[src/rtl/gpio_pkg.sv]
package gpio_pkg;

  // number of upper pins that carry open-drain and pull-up control
  localparam int HI_PINS = 2;
  localparam int CTRL_W  = 2 * HI_PINS;

  // register addresses, decoded against the low bus address bits
  localparam logic [7:0] PORT_DATA_ADDR = 8'h03;
  localparam logic [7:0] PORT_DIR_ADDR  = 8'h07;
  localparam logic [7:0] PORT_CTRL_ADDR = 8'h0A;

  // control register image: open-drain enables above pull-up enables,
  // index 0 of each field belongs to the lower of the two top pins
  typedef struct packed {
    logic [HI_PINS-1:0] od;
    logic [HI_PINS-1:0] pu;
  } ctrl_t;

  typedef enum logic [1:0] {
    SEL_NONE,
    SEL_DATA,
    SEL_DIR,
    SEL_CTRL
  } reg_sel_e;

endpackage

[src/rtl/gpio_sync.sv]
module gpio_sync #(
  parameter int WIDTH  = 8,
  parameter int STAGES = 2
) (
  input  logic             clk,
  input  logic             rst_n,
  input  logic [WIDTH-1:0] async_in,
  output logic [WIDTH-1:0] sync_out
);

  logic [WIDTH-1:0] stage_q [STAGES];
  logic [WIDTH-1:0] stage_d [STAGES];

  always_comb begin
    stage_d[0] = async_in;
    for (int s = 1; s < STAGES; s++) begin
      stage_d[s] = stage_q[s-1];
    end
  end

  always_ff @(posedge clk or negedge rst_n) begin
    if (!rst_n) begin
      for (int s = 0; s < STAGES; s++) begin
        stage_q[s] <= '0;
      end
    end else begin
      for (int s = 0; s < STAGES; s++) begin
        stage_q[s] <= stage_d[s];
      end
    end
  end

  assign sync_out = stage_q[STAGES-1];

endmodule

[src/rtl/gpio_regs.sv]
module gpio_regs
  import gpio_pkg::*;
#(
  parameter int WIDTH  = 8,
  parameter int ADDR_W = 4
) (
  input  logic              clk,
  input  logic              rst_n,
  input  logic [ADDR_W-1:0] addr,
  input  logic [WIDTH-1:0]  wdata,
  input  logic              we,
  output logic [WIDTH-1:0]  latch_q,
  output logic [WIDTH-1:0]  dir_q,
  output ctrl_t             ctrl_q
);

  reg_sel_e         sel;
  logic [WIDTH-1:0] latch_d;
  logic [WIDTH-1:0] dir_d;
  ctrl_t            ctrl_d;
  logic             latch_en;
  logic             dir_en;
  logic             ctrl_en;

  // address decode
  always_comb begin
    if (addr == ADDR_W'(PORT_DATA_ADDR)) begin
      sel = SEL_DATA;
    end else if (addr == ADDR_W'(PORT_DIR_ADDR)) begin
      sel = SEL_DIR;
    end else if (addr == ADDR_W'(PORT_CTRL_ADDR)) begin
      sel = SEL_CTRL;
    end else begin
      sel = SEL_NONE;
    end
  end

  // write enables per register
  always_comb begin
    latch_en = we && (sel == SEL_DATA);
    dir_en   = we && (sel == SEL_DIR);
    ctrl_en  = we && (sel == SEL_CTRL);
  end

  // next-state values
  always_comb begin
    latch_d = latch_en ? wdata : latch_q;
    dir_d   = dir_en   ? wdata : dir_q;
    ctrl_d  = ctrl_en  ? ctrl_t'(wdata[CTRL_W-1:0]) : ctrl_q;
  end

  always_ff @(posedge clk or negedge rst_n) begin
    if (!rst_n) begin
      latch_q <= '0;
      dir_q   <= '0;
      ctrl_q  <= '0;
    end else begin
      latch_q <= latch_d;
      dir_q   <= dir_d;
      ctrl_q  <= ctrl_d;
    end
  end

endmodule

[src/rtl/gpio_pad_ctl.sv]
module gpio_pad_ctl
  import gpio_pkg::*;
#(
  parameter int WIDTH = 8
) (
  input  logic [WIDTH-1:0] latch,
  input  logic [WIDTH-1:0] dir,
  input  ctrl_t            ctrl,
  output logic [WIDTH-1:0] pad_out,
  output logic [WIDTH-1:0] pad_oe,
  output logic [WIDTH-1:0] pad_pu
);

  localparam int LO_PINS = WIDTH - HI_PINS;

  for (genvar i = 0; i < WIDTH; i++) begin : g_pin
    if (i >= LO_PINS) begin : g_hi
      localparam int J = i - LO_PINS;
      // open-drain: only ever sink, enable the driver when the latch is 0
      assign pad_out[i] = ctrl.od[J] ? 1'b0 : latch[i];
      assign pad_oe[i]  = ctrl.od[J] ? (dir[i] & ~latch[i]) : dir[i];
      assign pad_pu[i]  = ctrl.pu[J];
    end else begin : g_lo
      assign pad_out[i] = latch[i];
      assign pad_oe[i]  = dir[i];
      assign pad_pu[i]  = 1'b0;
    end
  end

endmodule

[src/rtl/gpio_rd_mux.sv]
module gpio_rd_mux
  import gpio_pkg::*;
#(
  parameter int WIDTH  = 8,
  parameter int ADDR_W = 4
) (
  input  logic              clk,
  input  logic              rst_n,
  input  logic [ADDR_W-1:0] addr,
  input  logic              re,
  input  logic [WIDTH-1:0]  latch,
  input  logic [WIDTH-1:0]  dir,
  input  ctrl_t             ctrl,
  input  logic [WIDTH-1:0]  pin_sync,
  output logic [WIDTH-1:0]  rdata
);

  logic [WIDTH-1:0] port_view;
  logic [WIDTH-1:0] sel_val;
  logic [WIDTH-1:0] rdata_d;
  logic [WIDTH-1:0] rdata_q;

  // outputs read their latch, inputs read the synchronized pin
  always_comb begin
    port_view = (latch & dir) | (pin_sync & ~dir);
  end

  always_comb begin
    if (addr == ADDR_W'(PORT_DATA_ADDR)) begin
      sel_val = port_view;
    end else if (addr == ADDR_W'(PORT_DIR_ADDR)) begin
      sel_val = dir;
    end else if (addr == ADDR_W'(PORT_CTRL_ADDR)) begin
      sel_val = WIDTH'(ctrl);
    end else begin
      sel_val = '0;
    end
  end

  always_comb begin
    rdata_d = re ? sel_val : rdata_q;
  end

  always_ff @(posedge clk or negedge rst_n) begin
    if (!rst_n) begin
      rdata_q <= '0;
    end else begin
      rdata_q <= rdata_d;
    end
  end

  assign rdata = rdata_q;

endmodule

[src/rtl/gpio8_port.sv]
module gpio8_port
  import gpio_pkg::*;
#(
  parameter int WIDTH       = 8,
  parameter int ADDR_W      = 4,
  parameter int SYNC_STAGES = 2
) (
  input  logic              clk,
  input  logic              rst_n,
  input  logic [ADDR_W-1:0] bus_addr,
  input  logic [WIDTH-1:0]  bus_wdata,
  input  logic              bus_we,
  input  logic              bus_re,
  output logic [WIDTH-1:0]  bus_rdata,
  input  logic [WIDTH-1:0]  pad_in,
  output logic [WIDTH-1:0]  pad_out,
  output logic [WIDTH-1:0]  pad_oe,
  output logic [WIDTH-1:0]  pad_pu
);

  logic [WIDTH-1:0] latch_q;
  logic [WIDTH-1:0] dir_q;
  ctrl_t            ctrl_q;
  logic [WIDTH-1:0] pin_sync;

  gpio_sync #(
    .WIDTH (WIDTH),
    .STAGES(SYNC_STAGES)
  ) u_sync (
    .clk     (clk),
    .rst_n   (rst_n),
    .async_in(pad_in),
    .sync_out(pin_sync)
  );

  gpio_regs #(
    .WIDTH (WIDTH),
    .ADDR_W(ADDR_W)
  ) u_regs (
    .clk    (clk),
    .rst_n  (rst_n),
    .addr   (bus_addr),
    .wdata  (bus_wdata),
    .we     (bus_we),
    .latch_q(latch_q),
    .dir_q  (dir_q),
    .ctrl_q (ctrl_q)
  );

  gpio_pad_ctl #(
    .WIDTH(WIDTH)
  ) u_pad (
    .latch  (latch_q),
    .dir    (dir_q),
    .ctrl   (ctrl_q),
    .pad_out(pad_out),
    .pad_oe (pad_oe),
    .pad_pu (pad_pu)
  );

  gpio_rd_mux #(
    .WIDTH (WIDTH),
    .ADDR_W(ADDR_W)
  ) u_rd (
    .clk     (clk),
    .rst_n   (rst_n),
    .addr    (bus_addr),
    .re      (bus_re),
    .latch   (latch_q),
    .dir     (dir_q),
    .ctrl    (ctrl_q),
    .pin_sync(pin_sync),
    .rdata   (bus_rdata)
  );

endmodule

[config.mk]
export PLATFORM = sky130hd
export DESIGN_NAME = gpio8_port
export DESIGN_NICKNAME = d
export VERILOG_FILES = /design/src/rtl/gpio_pkg.sv /design/src/rtl/gpio_sync.sv /design/src/rtl/gpio_regs.sv /design/src/rtl/gpio_pad_ctl.sv /design/src/rtl/gpio_rd_mux.sv /design/src/rtl/gpio8_port.sv
export SDC_FILE = /design/constraint.sdc
export NUM_CORES = 1
export LEC_CHECK = 0
export ABC_CLOCK_PERIOD_IN_PS = 1300
export BUFFER_PORTS_ARGS = -buffer_cell sky130_fd_sc_hd__buf_2
export CAP_MARGIN = 10
export CORE_ASPECT_RATIO = 1.4
export CORE_UTILIZATION = 51
export CTS_CLUSTER_SIZE = 40
export DETAILED_ROUTE_END_ITERATION = 10
export HOLD_SLACK_MARGIN = 0.06
export PLACE_DENSITY = 0.87
export SETUP_SLACK_MARGIN = 0.02
export SYNTH_ARGS = -nofsm -noshare
export SYNTH_HDL_FRONTEND = slang
export SYNTH_SLANG_ARGS = --single-unit
[constraint.sdc]
create_clock -name clk -period 1.3 [get_ports clk]
set_clock_uncertainty 0.05 [all_clocks]
set_input_delay 0.13 -clock clk [delete_from_list [all_inputs] [get_ports clk]]
set_output_delay 0.13 -clock clk [all_outputs]
set_load 0.02 [all_outputs]
==> run metrics <==
worst r2r src u_regs.dir_q[2]; Critical Path Source u_regs.latch_q[6]; setup ws final 72.1 ps; RSZ-0062 raised after global routing false; Psw 989 µW; Final Instance Area 2430 µm²; H-Tree Depth 2; maxcap violations 0; Power Dens Cells 1360 nW/µm²; GPL Wtd Cong 0.801; Cell Area, Placed 2200 µm²; total global routing track utilization 20.4%; starting DRC count in detailed routing 31; drt total wl 3830 µm; Die X-Extent 54.7 µm; # DRC 0; Initial Util 54.0%; area of the multi-input gates 697 µm²; Fin. Hold Viols 0; cell row count 26; Crit Path Max Fanout 4; CTS tree yes; Tcrit/Tclk final 94.5%; vias in the first global route 1235; VDD IR max 0.00109 V; Synth cell types 31; Synth Register Bits 44; post-route ant nets 0; Sequential Area 1100 µm²; layout filler cell count 261; Die ar. 4150 µm²; routed via count 1311; clock latency on the worst-skew pair 280 ps; Critical Path Start Type flip-flop; final count of negative-setup-slack endpoints 0; root buffer cell clkbuf_8; Comb pwr share 25.7%; port bufs 49; fin crit period 1230 ps; Leakage 0.00123 µW; Detailed Routing Iterations Pass 1 4; share of post-route cells with drive strength above 1 40.6%; core box area 3680 µm²; commonest non-fill, non-tap cells in the layout buf_2, dfrtp_1, mux2_4, dlygate4sd3_1, nor2b_1; Vert. Die Dim 75.8 µm; Final nets 233; Clk network pwr share 22.3%; status finished, final reports clean; Cells after Synth 146; synth warn 0; dpl hpwl 2720 µm; hold slack final 74.9 ps; vias per cell 5.27; commonest non-fill, non-tap cell in the layout buf_2; I/O Pins 56; sequential fraction of the synthesis area 55.5%; grt total ovfl 0; drt wl/cell 15.4 µm; Clock transition at path regs 70 ps; maximum clock rate 0.814 GHz; fin. max-slew vios 0; Reg power frac 51.9%; cell area after synthesis 1990 µm²; Clock Tree Buf Depth 2; CP arrival 1050 ps; Post-Route Setup TNS 0 ps; average cell area after synthesis 13.6 µm²; synthesis-to-finish area growth 22.4%; dpl ws -90.3 ps; hold wc startpoint bus_wdata[0]; WS Path Type flip-flop to output pin; largest net degree at the start of global routing 45; Ant. Diodes 0; CTS sink count 44; initial antenna violation count 0; first-pass GRT wire length 5800 µm; Post-CTS Setup Inserts 0; CTS Buf Count 5; sw frac 29.8%; CP endpoint kind output pin; Min-Delay Path Class input port to flip-flop; internal power 2330 µW; Crit path required time 1120 ps
-- sequential cells by signal (all words and copies together), names as in the netlist --
name,flops
u_rd.rdata,8
u_regs.dir_q,8
u_regs.latch_q,8
u_sync.stage_d,8
u_sync.sync_out,8
u_regs.ctrl_q,4
-- layer usage --
| metal | GRT usage, % | wire, µm | vias up |
|---|---|---|---|
| li1 | - | - | 604 |
| met1 | 26.9 | 1650 | 664 |
| met2 | 31.7 | 1990 | 38 |
| met3 | 3.79 | 129 | 5 |
| met4 | 10.5 | 53 | 0 |
| met5 | 0 | 0 | - |
-- layout make-up --
type	count	area share (%)
clock buffers	5	2.83
inverters	5	0.772
multi-input cells	78	28.7
flip-flops and latches	44	45.3
well taps	42	2.16
repair buffers	75	20.3
-- worst max-delay path, stage by stage (launching register included) --
cell      delay [ps]
dfrtp_1          410
a21boi_0         170
buf_2            180
-- timing repair --
item,CTS,global route
hold buffers,16,0
resized for setup,1,0
setup endpoints to repair,1,0
endpoints found under the hold margin,65,0
-- synthesized netlist by cell type --
| cell | count | area share (%) |
|---|---|---|
| inv_1 | 5 | 0.95 |
| and2b_1 | 1 | 0.38 |
| buf_6 | 1 | 0.57 |
| clkbuf_1 | 1 | 0.19 |
| nand2_1 | 1 | 0.19 |
| o21a_1 | 1 | 0.38 |
| buf_8 | 1 | 0.76 |
| a41o_1 | 4 | 2.0 |
| o31a_1 | 2 | 0.88 |
| nand2b_1 | 5 | 1.6 |
| and3b_4 | 1 | 0.63 |
| nor2b_1 | 11 | 3.5 |
| nor3b_2 | 1 | 0.63 |
| a21boi_0 | 2 | 0.76 |
| o21ai_0 | 4 | 1.0 |
| buf_4 | 21 | 7.9 |
| and3b_1 | 1 | 0.44 |
| a22o_1 | 4 | 1.8 |
| nor2_2 | 1 | 0.32 |
| mux2_1 | 4 | 2.3 |
| o22ai_1 | 3 | 0.95 |
| nand4b_1 | 1 | 0.44 |
| conb_1 | 1 | 0.19 |
| nor2_1 | 1 | 0.19 |
| a211o_1 | 4 | 1.8 |
| a31o_1 | 1 | 0.44 |
| mux2_4 | 16 | 12 |
| dfrtp_1 | 44 | 55 |
| and3_4 | 1 | 0.57 |
| nand4bb_1 | 1 | 0.57 |
| a21oi_1 | 1 | 0.25 |
-- worst paths after layout --
check,endpoint,cells after the start,slack (ps)
hold reg to reg,u_sync.sync_out[1],0,300
setup / recovery,pad_oe[6],2,70
max in group asynchronous,u_rd.rdata[1],3,700
min in group asynchronous,u_sync.sync_out[4],3,290
hold / removal,u_regs.dir_q[0],2,70
setup reg to reg,u_rd.rdata[2],3,120
-- per-stage QoR --
step           power (µW)  cells  util, %
6_report             3310    249     66.1
5_1_grt              3450    249     66.1
4_1_cts              3340    249     66.1
3_5_place_dp         2560    228     59.9
3_3_place_gp         2530    228     59.9
2_1_floorplan        2390    151        -
-- power by group through the flow --
stage          clock network [µW]  logic, µW  registers (µW)
4_1_cts                       761        859            1720
6_report                      740        853            1720
3_3_place_gp                    0        798            1730
2_1_floorplan                   0        684            1710
5_1_grt                       790        918            1740
3_5_place_dp                    0        821            1740
-- logic make-up (layout without fill, tap and decap cells) --
kind of cell           count (synthesis)  count (layout)  synth area share, %
multiplexers                          20              20                 14.4
other                                  1               6                0.189
AND/OR/NAND/NOR                       26              26                 9.39
flip-flops                            44              44                 55.5
buffers and inverters                 29              85                 10.4
AO/OA/AOI/OAI                         26              26                 10.2
No activity file was read; power rests on OpenSTA's default activity.
